**config.mk**
```make
export PLATFORM = sky130hd
export DESIGN_NAME = refresh_sched
export DESIGN_NICKNAME = d
export VERILOG_FILES = /design/src/rtl/rfsh_pkg.sv /design/src/rtl/rfsh_interval_timer.sv /design/src/rtl/rfsh_backlog.sv /design/src/rtl/rfsh_sequencer.sv /design/src/rtl/refresh_sched.sv
export SDC_FILE = /design/constraint.sdc
export NUM_CORES = 1
export LEC_CHECK = 0
export BUFFER_PORTS_ARGS = -buffer_cell sky130_fd_sc_hd__buf_2
export CORE_ASPECT_RATIO = 0.75
export CORE_MARGIN = 10
export CORE_UTILIZATION = 52
export DETAILED_ROUTE_END_ITERATION = 10
export PLACE_DENSITY = 0.77
export SLEW_MARGIN = 20
export SYNTH_ARGS = -nofsm -noshare
export SYNTH_HDL_FRONTEND = slang
export SYNTH_SLANG_ARGS = --single-unit
```
**constraint.sdc**
```tcl
create_clock -name clk -period 3.8 [get_ports clk]
set_input_delay 0.57 -clock clk [delete_from_list [all_inputs] [get_ports clk]]
set_output_delay 0.57 -clock clk [all_outputs]
set_load 0.02 [all_outputs]
```
**src/rtl/rfsh_pkg.sv**
```systemverilog
// Shared types for the refresh scheduler: command-pin bundle, the fixed
// command encodings it drives, and the sequencer state encoding.
package rfsh_pkg;

    typedef struct packed {
        logic cke;
        logic cs_n;
        logic ras_n;
        logic cas_n;
        logic we_n;
        logic a10;
    } dram_pins_t;

    // Bus parked: clock running, chip deselected.
    localparam dram_pins_t PINS_DESELECT  = '{cke: 1'b1, cs_n: 1'b1, ras_n: 1'b1, cas_n: 1'b1, we_n: 1'b1, a10: 1'b0};
    // Close every bank.
    localparam dram_pins_t PINS_PRECH_ALL = '{cke: 1'b1, cs_n: 1'b0, ras_n: 1'b0, cas_n: 1'b1, we_n: 1'b0, a10: 1'b1};
    // Auto refresh.
    localparam dram_pins_t PINS_AUTO_REF  = '{cke: 1'b1, cs_n: 1'b0, ras_n: 1'b0, cas_n: 1'b0, we_n: 1'b1, a10: 1'b0};
    // Self-refresh entry: refresh code with clock enable dropping.
    localparam dram_pins_t PINS_SELF_IN   = '{cke: 1'b0, cs_n: 1'b0, ras_n: 1'b0, cas_n: 1'b0, we_n: 1'b1, a10: 1'b0};
    // Held in self-refresh.
    localparam dram_pins_t PINS_SELF_HOLD = '{cke: 1'b0, cs_n: 1'b1, ras_n: 1'b1, cas_n: 1'b1, we_n: 1'b1, a10: 1'b0};

    typedef enum logic [2:0] {
        SQ_IDLE,
        SQ_PRECH,
        SQ_WAIT_RP,
        SQ_REFRESH,
        SQ_WAIT_RC,
        SQ_SELF_IN,
        SQ_SELF_HOLD,
        SQ_SELF_OUT
    } seq_state_t;

endpackage

```
**src/rtl/rfsh_interval_timer.sv**
```systemverilog
// Interval timer: counts enabled clock cycles and pulses `tick` in the
// cycle that completes each period of `interval_cycles` cycles.
// Assumes the period may change at any time; a comparison (not equality)
// keeps a shrinking period from wrapping the counter. A zero period
// ticks every enabled cycle.
module rfsh_interval_timer #(
    parameter int IW = 16
) (
    input  logic          clk,
    input  logic          rst_n,
    input  logic          run,
    input  logic [IW-1:0] period,
    output logic          tick
);
    logic [IW-1:0] count;
    logic [IW:0]   count_plus;

    // Period complete when the next count would reach the period.
    always_comb begin
        count_plus = {1'b0, count} + 1'b1;
        tick       = run && (count_plus >= {1'b0, period});
    end

    // Advance while running, restart from zero on each tick.
    always_ff @(posedge clk) begin
        if (!rst_n) begin
            count <= '0;
        end else if (tick) begin
            count <= '0;
        end else if (run) begin
            count <= count_plus[IW-1:0];
        end
    end
endmodule

```
**src/rtl/rfsh_backlog.sv**
```systemverilog
// Backlog of outstanding refreshes: saturating up/down counter.
// An increment and a decrement in the same cycle cancel. Increments at
// the ceiling are dropped; a decrement at zero is ignored.
module rfsh_backlog #(
    parameter int MAX_PEND = 8
) (
    input  logic clk,
    input  logic rst_n,
    input  logic add,
    input  logic take,
    output logic any,
    output logic full
);
    localparam int CW = $clog2(MAX_PEND + 1);
    localparam logic [CW-1:0] CEIL = CW'(MAX_PEND);

    logic [CW-1:0] level;

    // Status flags from the current level.
    always_comb begin
        any  = (level != '0);
        full = (level == CEIL);
    end

    // Update the level from this cycle's add and take.
    always_ff @(posedge clk) begin
        if (!rst_n) begin
            level <= '0;
        end else begin
            unique case ({add, take})
                2'b10:   if (level != CEIL) level <= level + 1'b1;
                2'b01:   if (level != '0)   level <= level - 1'b1;
                default: level <= level;
            endcase
        end
    end
endmodule

```
**src/rtl/rfsh_sequencer.sv**
```systemverilog
// Command sequencer. It owns the command pins from grant until the
// refresh or self-refresh sequence has fully timed out.
// Assumes the controller grants the bus only in a cycle where it drives
// nothing itself, and keeps off the bus while `busy` is high. A precharge
// delay or refresh cycle time of 0 or 1 means no wait cycles.
module rfsh_sequencer
    import rfsh_pkg::*;
#(
    parameter int TW = 8
) (
    input  logic          clk,
    input  logic          rst_n,
    input  logic          grant,
    input  logic          banks_idle,
    input  logic          have_pending,
    input  logic          sr_req,
    input  logic [TW-1:0] trp,
    input  logic [TW-1:0] trc,
    output logic          busy,
    output logic          refresh_sent,
    output logic          timer_run,
    output logic          sr_ack,
    output dram_pins_t    pins
);
    seq_state_t    state, state_nx;
    logic          goal_self, goal_self_nx;
    logic [TW-1:0] waited;
    logic [TW:0]   waited_plus;
    logic          rp_done, rc_done, rp_none, rc_none;
    seq_state_t    goal_state;

    // Delay completion flags; `waited` counts cycles since the command.
    always_comb begin
        waited_plus = {1'b0, waited} + 1'b1;
        rp_done     = waited_plus >= {1'b0, trp};
        rc_done     = waited_plus >= {1'b0, trc};
        rp_none     = trp <= TW'(1);
        rc_none     = trc <= TW'(1);
        goal_state  = goal_self ? SQ_SELF_IN : SQ_REFRESH;
    end

    // Next-state choice; self-refresh wins over a pending auto refresh.
    always_comb begin
        state_nx     = state;
        goal_self_nx = goal_self;
        unique case (state)
            SQ_IDLE: begin
                if (grant && sr_req) begin
                    goal_self_nx = 1'b1;
                    state_nx     = banks_idle ? SQ_SELF_IN : SQ_PRECH;
                end else if (grant && have_pending) begin
                    goal_self_nx = 1'b0;
                    state_nx     = banks_idle ? SQ_REFRESH : SQ_PRECH;
                end
            end
            SQ_PRECH:     state_nx = rp_none ? goal_state : SQ_WAIT_RP;
            SQ_WAIT_RP:   if (rp_done) state_nx = goal_state;
            SQ_REFRESH:   state_nx = rc_none ? SQ_IDLE : SQ_WAIT_RC;
            SQ_WAIT_RC:   if (rc_done) state_nx = SQ_IDLE;
            SQ_SELF_IN:   state_nx = SQ_SELF_HOLD;
            SQ_SELF_HOLD: if (!sr_req) state_nx = SQ_SELF_OUT;
            SQ_SELF_OUT:  state_nx = rc_none ? SQ_IDLE : SQ_WAIT_RC;
            default:      state_nx = SQ_IDLE;
        endcase
    end

    // State, goal and delay-counter registers.
    always_ff @(posedge clk) begin
        if (!rst_n) begin
            state     <= SQ_IDLE;
            goal_self <= 1'b0;
            waited    <= '0;
        end else begin
            state     <= state_nx;
            goal_self <= goal_self_nx;
            unique case (state)
                SQ_PRECH, SQ_REFRESH, SQ_SELF_OUT: waited <= TW'(1);
                SQ_WAIT_RP, SQ_WAIT_RC:            waited <= waited_plus[TW-1:0];
                default:                           waited <= '0;
            endcase
        end
    end

    // Pin decode and status from the current state.
    always_comb begin
        busy         = (state != SQ_IDLE);
        refresh_sent = (state == SQ_REFRESH);
        timer_run    = !(state == SQ_SELF_IN || state == SQ_SELF_HOLD);
        sr_ack       = (state == SQ_SELF_HOLD);
        unique case (state)
            SQ_PRECH:     pins = PINS_PRECH_ALL;
            SQ_REFRESH:   pins = PINS_AUTO_REF;
            SQ_SELF_IN:   pins = PINS_SELF_IN;
            SQ_SELF_HOLD: pins = PINS_SELF_HOLD;
            default:      pins = PINS_DESELECT;
        endcase
    end
endmodule

```
**src/rtl/refresh_sched.sv**
```systemverilog
// Refresh scheduler and arbiter top. The interval timer feeds a
// saturating backlog, and the sequencer drains it through precharge-all,
// auto refresh and the refresh cycle wait, or runs self-refresh.
// Assumes all delays arrive already converted to clock cycles (rounded up).
module refresh_sched
    import rfsh_pkg::*;
#(
    parameter int IW       = 16,
    parameter int TW       = 8,
    parameter int MAX_PEND = 8
) (
    input  logic          clk,
    input  logic          rst_n,
    input  logic [IW-1:0] interval_cycles,
    input  logic [TW-1:0] trp_cycles,
    input  logic [TW-1:0] trc_cycles,
    input  logic          banks_idle,
    input  logic          grant,
    input  logic          self_refresh_req,
    output logic          req,
    output logic          urgent,
    output logic          self_refresh_ack,
    output logic          cke,
    output logic          cs_n,
    output logic          ras_n,
    output logic          cas_n,
    output logic          we_n,
    output logic          a10
);
    logic       tick, any_pending, full, busy, refresh_sent, timer_run;
    dram_pins_t pins;

    rfsh_interval_timer #(.IW(IW)) u_timer (
        .clk    (clk),
        .rst_n  (rst_n),
        .run    (timer_run),
        .period (interval_cycles),
        .tick   (tick)
    );

    rfsh_backlog #(.MAX_PEND(MAX_PEND)) u_backlog (
        .clk   (clk),
        .rst_n (rst_n),
        .add   (tick),
        .take  (refresh_sent),
        .any   (any_pending),
        .full  (full)
    );

    rfsh_sequencer #(.TW(TW)) u_seq (
        .clk          (clk),
        .rst_n        (rst_n),
        .grant        (grant),
        .banks_idle   (banks_idle),
        .have_pending (any_pending),
        .sr_req       (self_refresh_req),
        .trp          (trp_cycles),
        .trc          (trc_cycles),
        .busy         (busy),
        .refresh_sent (refresh_sent),
        .timer_run    (timer_run),
        .sr_ack       (self_refresh_ack),
        .pins         (pins)
    );

    // Handshake flags and pin fan-out.
    always_comb begin
        req    = any_pending || busy;
        urgent = full;
        cke    = pins.cke;
        cs_n   = pins.cs_n;
        ras_n  = pins.ras_n;
        cas_n  = pins.cas_n;
        we_n   = pins.we_n;
        a10    = pins.a10;
    end
endmodule

```
# Yosys cells after proc, flatten, opt, wreduce, memory -nomap -nowiden
# Index checks and enable logic that the tools add are counted.
[totals]
register_bits = 32
input_bits = 37
output_inout_bits = 9
elab_cells = 68
[op_classes]
addsub = 4
magnitude_cmp = 5
n_eq_ne = 17
mux = 18
n_bitwise = 1
n_reduce_logical = 18
[ops]
columns = ["cell", "n"]
rows = [
  ["3-bit two-way mux", 9],
  ["6-bit one-hot mux with 4 select lines", 1],
  ["3-bit one-hot mux with 7 select lines", 1],
  ["9-bit by 8-bit >= comparator with 1-bit output", 2],
  ["16-bit by 1-bit adder with 17-bit output, second input constant", 1],
  ["17-bit by 16-bit >= comparator with 1-bit output", 1],
  ["8-bit by 1-bit <= comparator with 1-bit output, second input constant", 2],
  ["8-bit one-hot mux with 2 select lines", 1],
  ["3-bit == test, second input constant", 4],
  ["8-bit by 1-bit adder with 9-bit output, second input constant", 1],
  ["4-bit two-way mux", 2],
  ["4-bit one-hot mux with 2 select lines", 1],
  ["3-bit by 2-bit == test with 1-bit output, second input constant", 2],
  ["2-bit by 1-bit inequality test with 1-bit output, second input constant", 3],
  ["2-bit OR reduction", 3],
  ["4-bit by 1-bit adder with 4-bit output, second input constant", 1],
  ["4-bit == test, second input constant", 1],
  ["2-bit inequality test, second input constant", 2],
  ["4-bit inequality test, second input constant", 1],
  ["4-bit AND reduction", 1],
  ["2-bit nonzero test", 2],
  ["4-bit nonzero test", 1],
  ["4-bit by 1-bit subtractor with 4-bit output, second input constant", 1],
  ["3-bit by 1-bit == test with 1-bit output, second input constant", 1],
  ["other kinds (14)", 18],
]

# Longest topological paths before layout
# Gate-level depths: netlist (run 1).
[logic_depth]
word_depth = 7
depth_mapped = 20
ltp_nobuf = 18

# By module
# Synthesis (run 1) repeated with hierarchy kept, for this count alone.
[unflattened]
hier_cells = 355
hier_area_um2 = 2832.7
[modules_own_cells]
columns = ["mod", "instances", "cells_per_inst", "area_each_um2", "seq_area_each_um2"]
rows = [
  ["rfsh_interval_timer", 1, 174, 1395.1, 320.3],
  ["rfsh_sequencer", 1, 147, 1128.6, 240.2],
  ["rfsh_backlog", 1, 33, 302.8, 80.1],
  ["refresh_sched", 1, 1, 6.3, 0.0],
]

# Worst setup path after synthesis (run 1)
# No wires, ideal clock.
[synth_path]
path_type = "register to register"
start = "register u_timer.count[0]"
end = "register u_backlog.level[3]"
setup_ns = 0.072
t_arrival_ns = 3.925
setup_slack_ns = -0.197
stages_incl_launch_ff = 21
path_buffers = 2
period_less_slack_ns = 3.997
cell_sequence = "dfxtp_1 -> ha_1 -> and3_4 -> and3_1 -> nand3_1 -> xnor2_1 -> ha_1 -> nand4_1 -> or2_2 -> a2111oi_0 -> nor4_2 -> buf_6 -> buf_6 -> nand4_1 -> inv_1 -> ha_1 -> a21o_1 -> a21o_1 -> nor3b_1 -> mux2i_1 -> mux2i_1"
[synth_between]
elab_chain_cells = 6
word_cells_on_any_way = 10
[synth_rtl]
columns = ["element", "line", "rtl"]
rows = [
  ["start, declared", "rfsh_interval_timer.sv:15", "logic [IW-1:0] count;"],
  ["start signal, assigned", "rfsh_interval_timer.sv:31", "count <= count_plus[IW-1:0];"],
  ["16-bit by 1-bit adder with 17-bit output *", "rfsh_interval_timer.sv:20", "count_plus = {1'b0, count} + 1'b1;"],
  ["net u_timer.count_plus[12]", "rfsh_interval_timer.sv:16", "logic [IW:0] count_plus;"],
  ["17-bit by 16-bit >= comparator with 1-bit output *", "rfsh_interval_timer.sv:21", "tick = run && (count_plus >= {1'b0, period});"],
  ["1-bit logical AND *", "rfsh_interval_timer.sv:21", ""],
  ["2-bit == test or 2-bit by 1-bit == test with 1-bit output (tied branches)", "rfsh_backlog.sv:30", "unique case ({add, take})"],
  ["2-bit by 1-bit inequality test with 1-bit output (no source line) (tied with other cells)", "--", ""],
  ["3-bit AND reduction (no source line)", "--", ""],
  ["end signal, assigned", "rfsh_backlog.sv:31", "2'b10: if (level != CEIL) level <= level + 1'b1;"],
  ["end signal, assigned", "rfsh_backlog.sv:32", "2'b01: if (level != '0) level <= level - 1'b1;"],
  ["end signal, assigned", "rfsh_backlog.sv:33", "default: level <= level;"],
  ["end, declared", "rfsh_backlog.sv:17", "logic [CW-1:0] level;"],
]
# Mark *: on every way through the listed nets, which the timed path passes. The rest lies on a longest branch.
# A chain may end at the register's enable or synchronous reset.

# Final worst setup path (run 1)
# Ends and elaborated chain as after synthesis.

==> results of run 1 <==
## synth_stat cells, types with 2 or more instances
library cell and number:
xor2_1 8, or3_1 10, a32oi_1 2, nor3_1 5, nand3_1 22, nand2_1 43, nor4_1 4, and3_1 5
nand2b_1 6, o22ai_1 10, buf_6 2, nand3b_1 2, nor2_1 12, inv_1 42, nor2b_1 8, and2_1 4
nand4_1 5, and4_1 3, dfxtp_1 32, a21oi_1 26, a211oi_1 2, mux2i_1 6, clkbuf_1 6, a21o_1 10
o31a_1 2, ha_1 36, xnor2_1 14, nor4_2 2, o2111ai_1 2, o21ai_0 7, a2111oi_0 2, buf_2 3
## placed cells by master (no fill, tap or decap), types with 3 or more instances in the layout
master / synthesis / layout
nor3_1: 5 / 5
nand3_2: 0 / 4
and2_1: 4 / 4
buf_4: 1 / 13
or3_1: 10 / 10
mux2i_1: 6 / 6
nand2b_1: 6 / 6
nor2b_1: 8 / 8
xor2_1: 8 / 8
buf_2: 3 / 45
nor4_1: 4 / 4
o21ai_0: 7 / 7
nand3_1: 22 / 17
nor2_1: 12 / 11
o22ai_1: 10 / 10
clkbuf_8: 0 / 6
inv_1: 42 / 41
a21oi_2: 0 / 3
dfxtp_4: 0 / 4
ha_4: 0 / 3
dfxtp_1: 32 / 25
a21o_1: 10 / 10
nand2_1: 43 / 43
xnor2_1: 14 / 12
and3_1: 5 / 4
nand4_1: 5 / 5
ha_1: 36 / 33
dfxtp_2: 0 / 3
a21oi_1: 26 / 23
## metal layers
metal	vias to the layer above	share of wire (%)	wire length, um	track usage [%]
met3	4	5.9	434	3.935
met1	1267	51	3772	23.16
li1	1372	-	-	-
met2	76	42	3138	21.50
met4	0	0.56	41	3.580
met5	-	0	0	0
## power by group
part / total, mW / internal (mW) / switching (mW) / leakage, nW
clock: 0.285 / 0.145 / 0.140 / 0.0510
combinational: 0.424 / 0.179 / 0.245 / 1.35
sequential: 0.419 / 0.361 / 0.0579 / 0.263
## tightest hold or removal path, delay by kind of cell, from the launching register on
kind | cells | cell delay (ns)
flip-flops | 1 | 0.31
AO/OA/AOI/OAI | 2 | 0.12
## sequential cells by signal, indices dropped and copies added, names as in the netlist
| signal | flops |
|---|---|
| u_backlog.level | 4 |
| u_seq.goal_self | 1 |
| u_seq.state | 3 |
| u_seq.waited | 8 |
| u_timer.count | 16 |
## timing repair
action | in CTS | in global routing
gates resized for setup | 0 | 26
setup endpoints to repair | 0 | 2
setup buffers | 0 | 7
hold buffers | 0 | 0
## worst paths after layout
path,slack [ns],endpoint,from
worst max-delay path,0.05,u_backlog.level[3]$_SDFFE_PN0P_,u_timer.count[0]$_SDFFE_PP0P_
worst min-delay path,0.48,u_seq.goal_self$_SDFFE_PN0P_,u_seq.goal_self$_SDFFE_PN0P_
worst max register to register,0.05,u_backlog.level[3]$_SDFFE_PN0P_,u_timer.count[0]$_SDFFE_PP0P_
worst min register to register,0.48,u_seq.goal_self$_SDFFE_PN0P_,u_seq.goal_self$_SDFFE_PN0P_
## cells by family after synthesis
kind of cell / count (synthesis)
xor gates and xnor gates: 22
buffers and inverters: 55
DFF: 32
muxes: 7
AOI/OAI and AO/OA: 70
adders and majority gates: 37
and+or+nand+nor: 137
## cell type report
| type | instances | area (um^2) | share of cell area (%) |
|---|---|---|---|
| clock inverters | 2 | 10.01 | 0.2938 |
| repair buffers | 59 | 334.1 | 9.805 |
| inverters | 43 | 161.4 | 4.737 |
| flip-flops and latches | 32 | 659.4 | 19.35 |
| clock buffers | 6 | 82.58 | 2.424 |
| multi-input cells | 273 | 2069 | 60.74 |
| well taps | 72 | 90.09 | 2.644 |
## per-stage QoR
stage	instance area (um^2)	power [mW]	utilization, %	worst slack (ns)
2_1_floorplan	2841	0.7031	-	0.01147
3_3_place_gp	3142	0.8230	62.37	0.1176
3_5_place_dp	3142	0.8277	62.37	0.04349
4_1_cts	3234	1.107	64.21	0.008700
5_1_grt	3407	1.203	67.64	-0.1610
6_report	3407	1.128	67.64	0.04530
==> impl_metrics.tcl, run 1 <==
set metrics [dict create \
    drv_cap 0 \
    ant_nets 0 \
    start_util_pct 55.39 \
    dpl.hpwl_mm 5.491 \
    globalplace.congestion 0.9024 \
    synth_top_cells_by_area "dfxtp_1, ha_1, nand2_1, inv_1, a21oi_1" \
    h-tree-depth 2 \
    route.detailed.drc 0 \
    arrival_ns 3.97 \
    synth_fa_ha_area_share_pct 16.86 \
    netlist_instances 360 \
    min_path_type "reg -> reg" \
    antenna_found_initial 0 \
    rsz0062_at_grt "true" \
    drv_slew 0 \
    finalNonFillerCells 487 \
    crit_type "reg -> reg" \
    synth_edf_count 0 \
    ys_seq_elements 32 \
    critical_path_depth 17 \
    synth_top_family_by_area "simple AND/OR/NAND/NOR gates" \
    grt_pass1_vias 2492 \
    worstMarginPinSlew_ns 0.7104 \
    fin_nets 488 \
    slowest_stage "dfxtp_4" \
    viasPerCell 5.583 \
    path_max_fanout 6 \
    timing.final.crit_share_pct 98.81 \
    clk_latency_ns 0.29 \
    nFillCells 410 \
    wire_per_inst_um 15.17 \
    status "finished clean" \
    synth_compound_area_share_pct 16.32 \
    tritoncts "done" \
    async_flop_share_pct 0 \
    critPathTopFamily "simple AND/OR/NAND/NOR gates" \
    period_minus_slack_ns 3.755 \
    area_growth_pct 22.11 \
    grt_pass1_wl_mm 11.64 \
    leakagePower_nw 1.663 \
    synth.avg_cell_area_um2 7.750 \
    maxSlewHeadroom_pct 52.64 \
    end_kind "flip-flop" \
    synthSimpleGateAreaFrac_pct 26.10 \
    grt_use_total_pct 15.59 \
    p_per_area_nw_per_um2 331.0 \
    yosysWarnings 0 \
    worstSetupStartpointType "flip-flop" \
    setup_viol 0 \
    portBuffers 45 \
    std_cell_rows 22 \
    drt-total-wl_mm 7.387 \
    synth_cell_types 49 \
    synth_xor_area_share_pct 6.906 \
    die-height_um 83.44 \
    setup_tns_ns 0 \
    root_buffer "clkbuf_8" \
    clockBufferDepth 2 \
    clk_pin_slew_ns 0.07 \
    die_area_um2 8726 \
    cp_cell_sequence "ha_4 > and3_4 > nand4_1 > xnor2_1 > ha_1 > and4_4 > a32oi_2 > a21oi_2 > nor4_4 > nand4_1 > inv_2 > ha_4 > a21o_1 > a21o_1 > nor3b_2 > mux2i_1 > mux2i_1" \
    place_inst 472 \
    crit_buf_inv 1 \
    synth_mux_area_share_pct 2.646 \
    grt_max_degree 25 \
    holdWs_ns 0.4811 \
    synth_nets 434 \
    synthFlopType "dfxtp_1" \
    overflow 0 \
    critPathMaxStageDelay_ns 0.38 \
    vias 2719 \
    numCtsBuffers 5 \
    syn_area_um2 2790 \
    required_ns 4.02 \
    ys_seq_area_share_pct 22.96 \
    fin_worst_skew_ns 0.007674 \
    antenna_cells 0 \
    yosys.area.top_type "dfxtp_1" \
    peakVddDrop_mv 0.2760 \
    synth_top_area_share_pct 22.96 \
    cts_sinks 32 \
    core_um2 5037 \
    fp.dieW_um 104.6 \
    r2r_cells 17 \
    ios 46 \
    fmax_ghz 0.2663 \
    drt_iter0_drc 215 \
    holdPathStages 2 \
    layout-drive-gt1-share_pct 24.82 \
    hold_viol_final 0 \
    first_pass_iters 5 \
]
(Power assumes the default switching activity.)
==> run 2: changes to the inputs <==
--- a/config.mk
+++ b/config.mk
@@ -10,8 +10,10 @@
 export CORE_MARGIN = 10
 export CORE_UTILIZATION = 52
 export DETAILED_ROUTE_END_ITERATION = 10
+export HOLD_SLACK_MARGIN = 0.03
 export PLACE_DENSITY = 0.77
 export SLEW_MARGIN = 20
 export SYNTH_ARGS = -nofsm -noshare
 export SYNTH_HDL_FRONTEND = slang
+export SYNTH_HIERARCHICAL = 1
 export SYNTH_SLANG_ARGS = --single-unit
==> run 2 against run 1 <==
  * Combinational power grew 4%
  * Setup slack gained 0.043 ns
  * Register-to-register slack gained 0.04 ns
  * Count of clock-buffer cells in the layout grew 1
  * Clock power grew 25%
  * Sequential power grew 3%
  * Critical endpoint is now u_backlog/level[2]$_SDFFE_PN0P_
  * Critical path type unchanged
  * Critical path depth is the same
  * Clock skew shrank 0.0018 ns
  * Cell count shrank 1.6%
==> impl_metrics.tcl, run 2 <==
set metrics [dict create \
    gr-usage-met3_pct 3.086 \
    dpl.hpwl_mm 5.252 \
    wire_per_inst_um 14.34 \
    tritoncts "done" \
    globalplace.congestion 0.8761 \
    viasPerCell 5.612 \
    largestRegisters "u_timer/count (16), u_seq/waited (8), u_backlog/level (4)" \
    worstSetupStartpointType "flip-flop" \
    grt_pass1_wl_mm 11.45 \
    h-tree-depth 2 \
    start_util_pct 53.21 \
    synth_common_cells "inv_1, ha_1, nand2_1" \
    synth_cell_types 61 \
    p_per_area_nw_per_um2 368.7 \
    layout-drive-gt1-share_pct 21.53 \
    die-height_um 83.92 \
    worstMarginPinSlew_ns 0.8847 \
    std_cell_rows 23 \
    critPathMaxStageDelay_ns 0.37 \
    arrival_ns 3.88 \
    clk_latency_ns 0.28 \
    area_growth_pct 17.58 \
    yosys.area.top_type "dfxtp_1" \
    vias 2688 \
    grt_util_met1_pct 20.36 \
    holdPathStages 2 \
    maxSlewHeadroom_pct 40.90 \
    layout_commonest_cell "buf_2" \
    yosysWarnings 6 \
    grt_use_total_pct 14.87 \
    ant_nets 0 \
    route.detailed.drc 0 \
    drv_slew 0 \
    grt.busiest_layer "met2" \
    overflow 0 \
    crit_type "reg -> reg" \
    grt_pass1_vias 2465 \
    fin_area_um2 3331 \
    path_max_fanout 5 \
    clockBufferDepth 2 \
    numCtsBuffers 5 \
    timing.final.crit_share_pct 97.67 \
    layout_common_cells "buf_2, inv_1, nand2_1, ha_1, dfxtp_1" \
    min_path_type "reg -> reg" \
    cp_cell_sequence "and3_4 > and4_4 > nand3_4 > or2_4 > xnor2_1 > ha_1 > nand3_4 > nor4_4 > nand4_1 > and4b_1 > a21oi_2 > nand2b_4 > xnor2_1 > ha_2 > nor4b_2 > buf_4 > o32ai_1" \
    fin_ws_ns 0.08873 \
    drt_iter0_drc 154 \
    portBuffers 45 \
    critPathTopFamily "simple AND/OR/NAND/NOR gates" \
    use_met2_pct 23.01 \
    final_core_util_pct 62.56 \
    first_pass_iters 5 \
    largest_reg_flops 16 \
    status "finished clean" \
    ios 46 \
    synth_top_cells_by_area "dfxtp_1, ha_1, xnor2_1, inv_1, nand2_1" \
    core_um2 5324 \
    synth_top_area_share_pct 22.61 \
    clk_pin_slew_ns 0.07 \
    synth_nets 427 \
    end_kind "flip-flop" \
    fmax_ghz 0.2694 \
    regMostFlops "u_timer/count" \
    antenna_cells 0 \
    fin_worst_skew_ns 0.005892 \
    syn_area_um2 2833 \
    grt_max_degree 26 \
    crit_buf_inv 1 \
    die_area_um2 8830 \
    hold_viol_final 0 \
    synthFlopType "dfxtp_1" \
    netlist_instances 355 \
    setup_viol 0 \
    placed_area_um2 3095 \
    pre_cts_ws_ns 0.08746 \
    cts_sinks 32 \
    leakagePower_nw 1.630 \
    slowest_stage "dfxtp_4" \
    peakVddDrop_mv 0.1689 \
    synth_most_common_cell "inv_1" \
    synth_edf_count 0 \
    drt-total-wl_mm 6.871 \
    critical_path_depth 17 \
    synth.avg_cell_area_um2 7.979 \
    async_flop_share_pct 0 \
    period_minus_slack_ns 3.711 \
    required_ns 3.97 \
    ys_seq_area_share_pct 22.61 \
    fin_nets 475 \
    fp.dieW_um 105.2 \
    ys_seq_elements 32 \
    drv_cap 0 \
    antenna_found_initial 0 \
    root_buffer "clkbuf_8" \
    r2r_cells 17 \
]
## run 2: cell count changes in the layout (fill, tap and decap cells not counted), sizes merged, moves of 8 or more
cell / delta
a22o: +9
a41o: +9
nand2: -10
nor2: +9
o22ai: -8
or3: -8
## run 2: layout make-up
cell class                 count  area, um^2
sequential                    32       648.1
fill                         464        1993
clock buffer                   7       96.34
clock inverter                 1       30.03
tap                           75       93.84
inverter                      39       148.9
multi-input combinational    270        2013
timing repair buffer          55       300.3
## run 2: final timing paths
| path | startpoint | to | slack (ns) |
|---|---|---|---|
| hold reg to reg | u_timer/count[14]$_SDFFE_PP0P_ | u_timer/count[14]$_SDFFE_PP0P_ | 0.50 |
| setup reg to reg | u_timer/count[5]$_SDFFE_PP0P_ | u_backlog/level[2]$_SDFFE_PN0P_ | 0.09 |
| hold / removal | u_timer/count[14]$_SDFFE_PP0P_ | u_timer/count[14]$_SDFFE_PP0P_ | 0.50 |
| setup / recovery | u_timer/count[5]$_SDFFE_PP0P_ | u_backlog/level[2]$_SDFFE_PN0P_ | 0.09 |
## run 2: cell families after synthesis
group	Yosys count	share of synthesized area, %
simple gates	129	24.47
xor+xnor	25	7.730
mux	3	1.104
fa+ha+maj	35	15.46
flops	32	22.61
buf+inv	53	8.790
compound gates	78	19.83
## run 2: worst reg2reg max path, stage by stage, from the launching register on
cell,delay (ns)
dfxtp_4,0.37
and3_4,0.18
and4_4,0.28
nand3_4,0.11
or2_4,0.29
xnor2_1,0.13
ha_1,0.34
nand3_4,0.10
nor4_4,0.31
nand4_1,0.12
and4b_1,0.25
a21oi_2,0.16
nand2b_4,0.16
xnor2_1,0.07
ha_2,0.19
nor4b_2,0.31
buf_4,0.17
o32ai_1,0.08
## run 2: power breakdown
group          total [mW]  internal, mW  switching (mW)
logic               0.441         0.192           0.249
registers           0.430         0.362          0.0682
clock network       0.357         0.231           0.126
## run 2: timing repair
item                                    4_1_cts  5_1_grt
buffers inserted                              0        5
hold buffers                                  0        0
endpoints found under the hold margin         0        0
endpoints found under the setup margin        0        4
resized for setup                             0       19
## run 2: metal layers
metal / part of all wire, % / up-vias
met5: 0 / -
met4: 0.61 / 0
met3: 4.9 / 7
met2: 46 / 63
met1: 49 / 1254
li1: - / 1364
## run 2: stage by stage
| step | hold slack (ns) | setup TNS (ns) | instances | power, mW |
|---|---|---|---|---|
| CTS | 0.5023 | 0 | 474 | 1.225 |
| detailed placement | 0.4888 | 0 | 466 | 0.8650 |
| finish | 0.5016 | 0 | 479 | 1.228 |
| global placement | 0.4801 | 0 | 466 | 0.8570 |
| global route | 0.5276 | -0.09221 | 479 | 1.311 |
| floorplan | 0.4627 | 0 | 355 | 0.7609 |
==> run 3: changes to the inputs <==
--- a/config.mk
+++ b/config.mk
@@ -12,6 +12,7 @@
 export DETAILED_ROUTE_END_ITERATION = 10
 export HOLD_SLACK_MARGIN = 0.03
 export PLACE_DENSITY = 0.77
+export SETUP_SLACK_MARGIN = 0.15
 export SLEW_MARGIN = 20
 export SYNTH_ARGS = -nofsm -noshare
 export SYNTH_HDL_FRONTEND = slang
==> run 3 against run 2 <==
  * Design area decreased by 0.75%
  * Sequential power about the same
  * First-iteration DRC count increased by 3.2%
  * Setup slack improved by 0.17 ns
  * Utilization decreased by 0.47 points
  * Via count increased by 0.22%
  * Count of clock-buffer cells in the layout decreased by 1
  * Clock skew increased by 0.0019 ns
  * Routed wire length increased by 4.2%
==> impl_metrics.tcl, run 3 (synthesis gave the netlist of run 2 again) <==
set metrics [dict create \
    holdWs_ns 0.4883 \
    status "finished clean" \
    drt_iter0_drc 159 \
    tritoncts "done" \
    top_layer_used "met4" \
    clockBufferDepth 2 \
    nFillCells 456 \
    hold_viol_final 0 \
    portBuffers 45 \
    crit_type "reg -> reg" \
    drv_cap 0 \
    slowest_stage "dfxtp_4" \
    end_kind "flip-flop" \
    antenna_found_initial 0 \
    largest_reg_flops 16 \
    grt_pass1_wl_mm 11.20 \
    placed_area_um2 3092 \
    critPathMaxStageDelay_ns 0.36 \
    r2r_cells 16 \
    grt_max_degree 26 \
    wl_met1_mm 3.479 \
    layout_commonest_cell "buf_2" \
    period_minus_slack_ns 3.539 \
    fp.dieW_um 105.2 \
    clk_pin_slew_ns 0.07 \
    cp_cell_sequence "and3_4 > and4_4 > nand4_1 > xnor2_1 > ha_1 > nand4_1 > nor4_4 > nand4_1 > and4b_1 > a21oi_2 > nand2b_4 > xnor2_1 > ha_2 > nor4b_4 > o22ai_1 > o32ai_1" \
    overflow 0 \
    power_mw 1.149 \
    route.detailed.drc 0 \
    layout_common_cells "buf_2, inv_1, nand2_1, ha_1, dfxtp_1" \
    arrival_ns 3.73 \
    fin_ws_ns 0.2611 \
    multi_input_area_um2 2018 \
    core_um2 5324 \
    layout-drive-gt1-share_pct 21.59 \
    critPathTopFamily "simple AND/OR/NAND/NOR gates" \
    rsz0062_at_grt "false" \
    numCtsBuffers 5 \
    dpl.hpwl_mm 5.501 \
    regArea_um2 654.4 \
    vias 2694 \
    antenna_cells 0 \
    ctsHoldBuffers 0 \
    dr_wl_met3_um 402 \
    grt_use_total_pct 14.70 \
    min_path_type "reg -> reg" \
    h-tree-depth 2 \
    cp_common_cell "nand4_1" \
    finalNonFillerCells 478 \
    largestRegisters "u_timer/count (16), u_seq/waited (8), u_backlog/level (4)" \
    regMostFlops "u_timer/count" \
    fin_nets 474 \
    fin_worst_skew_ns 0.007829 \
    globalplace.congestion 0.9040 \
    fin_area_um2 3306 \
    peakVddDrop_mv 0.1533 \
    viasPerCell 5.636 \
    drt-total-wl_mm 7.160 \
    worstSetupStartpointType "flip-flop" \
    pre_cts_ws_ns 0.02310 \
    std_cell_rows 23 \
    path_max_fanout 5 \
    cts_sinks 32 \
    fmax_ghz 0.2826 \
    worstMarginPinSlew_ns 0.9036 \
    die_area_um2 8830 \
    p_per_area_nw_per_um2 347.5 \
    drv_slew 0 \
    crit_buf_inv 0 \
    die-height_um 83.92 \
    r2r-start "u_timer/count[5]$_SDFFE_PP0P_" \
    ant_nets 0 \
    min_to "u_timer/count[1]$_SDFFE_PP0P_" \
    setup_tns_ns 0 \
    ios 46 \
    leakagePower_nw 1.601 \
    start_util_pct 53.21 \
    setup_viol 0 \
    first_pass_iters 6 \
    regToRegSetupSlack_ns 0.26 \
    min-delay-start "u_timer/count[1]$_SDFFE_PP0P_" \
    wire_per_inst_um 14.98 \
    holdPathStages 2 \
    root_buffer "clkbuf_8" \
    worstReg2RegEnd "u_backlog/level[2]$_SDFFE_PN0P_" \
    clk_latency_ns 0.28 \
    area_growth_pct 16.70 \
    required_ns 3.99 \
    final_core_util_pct 62.09 \
    wl_met2_mm 3.224 \
    maxSlewHeadroom_pct 39.64 \
    place_inst 464 \
    timing.final.crit_share_pct 93.13 \
    grt_pass1_vias 2448 \
]
==> run 3: changes by cell type in the layout (fill, tap and decap cells not counted) <==
cell and delta:
and3_2 -1, and3_4 +1, buf_4 -1, bufinv_16 -1, clkbuf_8 -1, clkinvlp_4 +2, dfxtp_1 -1, dfxtp_2 -1
dfxtp_4 +2, nand3_2 +1, nand3_4 -1, nor4b_2 -1, nor4b_4 +1
==> run 3: where the power goes <==
group          total [mW]  switching (mW)  internal, mW
clock               0.279           0.133         0.147
combinational       0.436           0.246         0.190
sequential          0.433          0.0720         0.361
total                1.15           0.450         0.698
==> run 3: worst register-to-register path: cells and delay by family, from the launching register on <==
| kind | cells | cell delay [ns] |
|---|---|---|
| xor+xnor | 2 | 0.27 |
| flops | 1 | 0.36 |
| fa+ha+maj | 2 | 0.53 |
| simple gates | 9 | 1.94 |
| compound gates | 3 | 0.36 |
==> run 3: area by class of cell <==
| class | instances | area share (%) |
|---|---|---|
| Clock inverter | 2 | 0.4542 |
| Multi-Input combinational cell | 270 | 61.05 |
| Inverter | 39 | 4.504 |
| Timing Repair Buffer | 54 | 8.857 |
| Tap cell | 75 | 2.839 |
| Sequential cell | 32 | 19.80 |
| Clock buffer | 6 | 2.498 |
==> run 3: worst max-delay path by stage <==
stage,start,end,slack [ns],cells after the start
final,u_timer/count[5]$_SDFFE_PP0P_,u_backlog/level[2]$_SDFFE_PN0P_,0.26,16
after global routing,u_timer/count[5]$_SDFFE_PP0P_,u_backlog/level[2]$_SDFFE_PN0P_,0.06,16
after CTS,u_timer/count[4]$_SDFFE_PP0P_,u_backlog/level[2]$_SDFFE_PN0P_,0.15,17
after detailed placement,u_timer/count[2]$_SDFFE_PP0P_,u_backlog/level[2]$_SDFFE_PN0P_,0.02,17
after global placement,u_timer/count[2]$_SDFFE_PP0P_,u_backlog/level[2]$_SDFFE_PN0P_,0.28,17
after floorplan,u_timer/count[2]$_SDFFE_PP0P_,u_backlog/level[2]$_SDFFE_PN0P_,0.15,20
==> run 3: layer usage <==
metal	track usage [%]	vias to the layer above
met3	3.549	5
met4	4.104	0
met5	0	-
met2	22.50	69
li1	-	1364
met1	19.79	1256
==> run 3: what timing repair did <==
item / CTS / global route
setup buffers: 1 / 5
endpoints found under the setup margin: 1 / 3
pin swaps: 4 / 11
resized for setup: 7 / 11
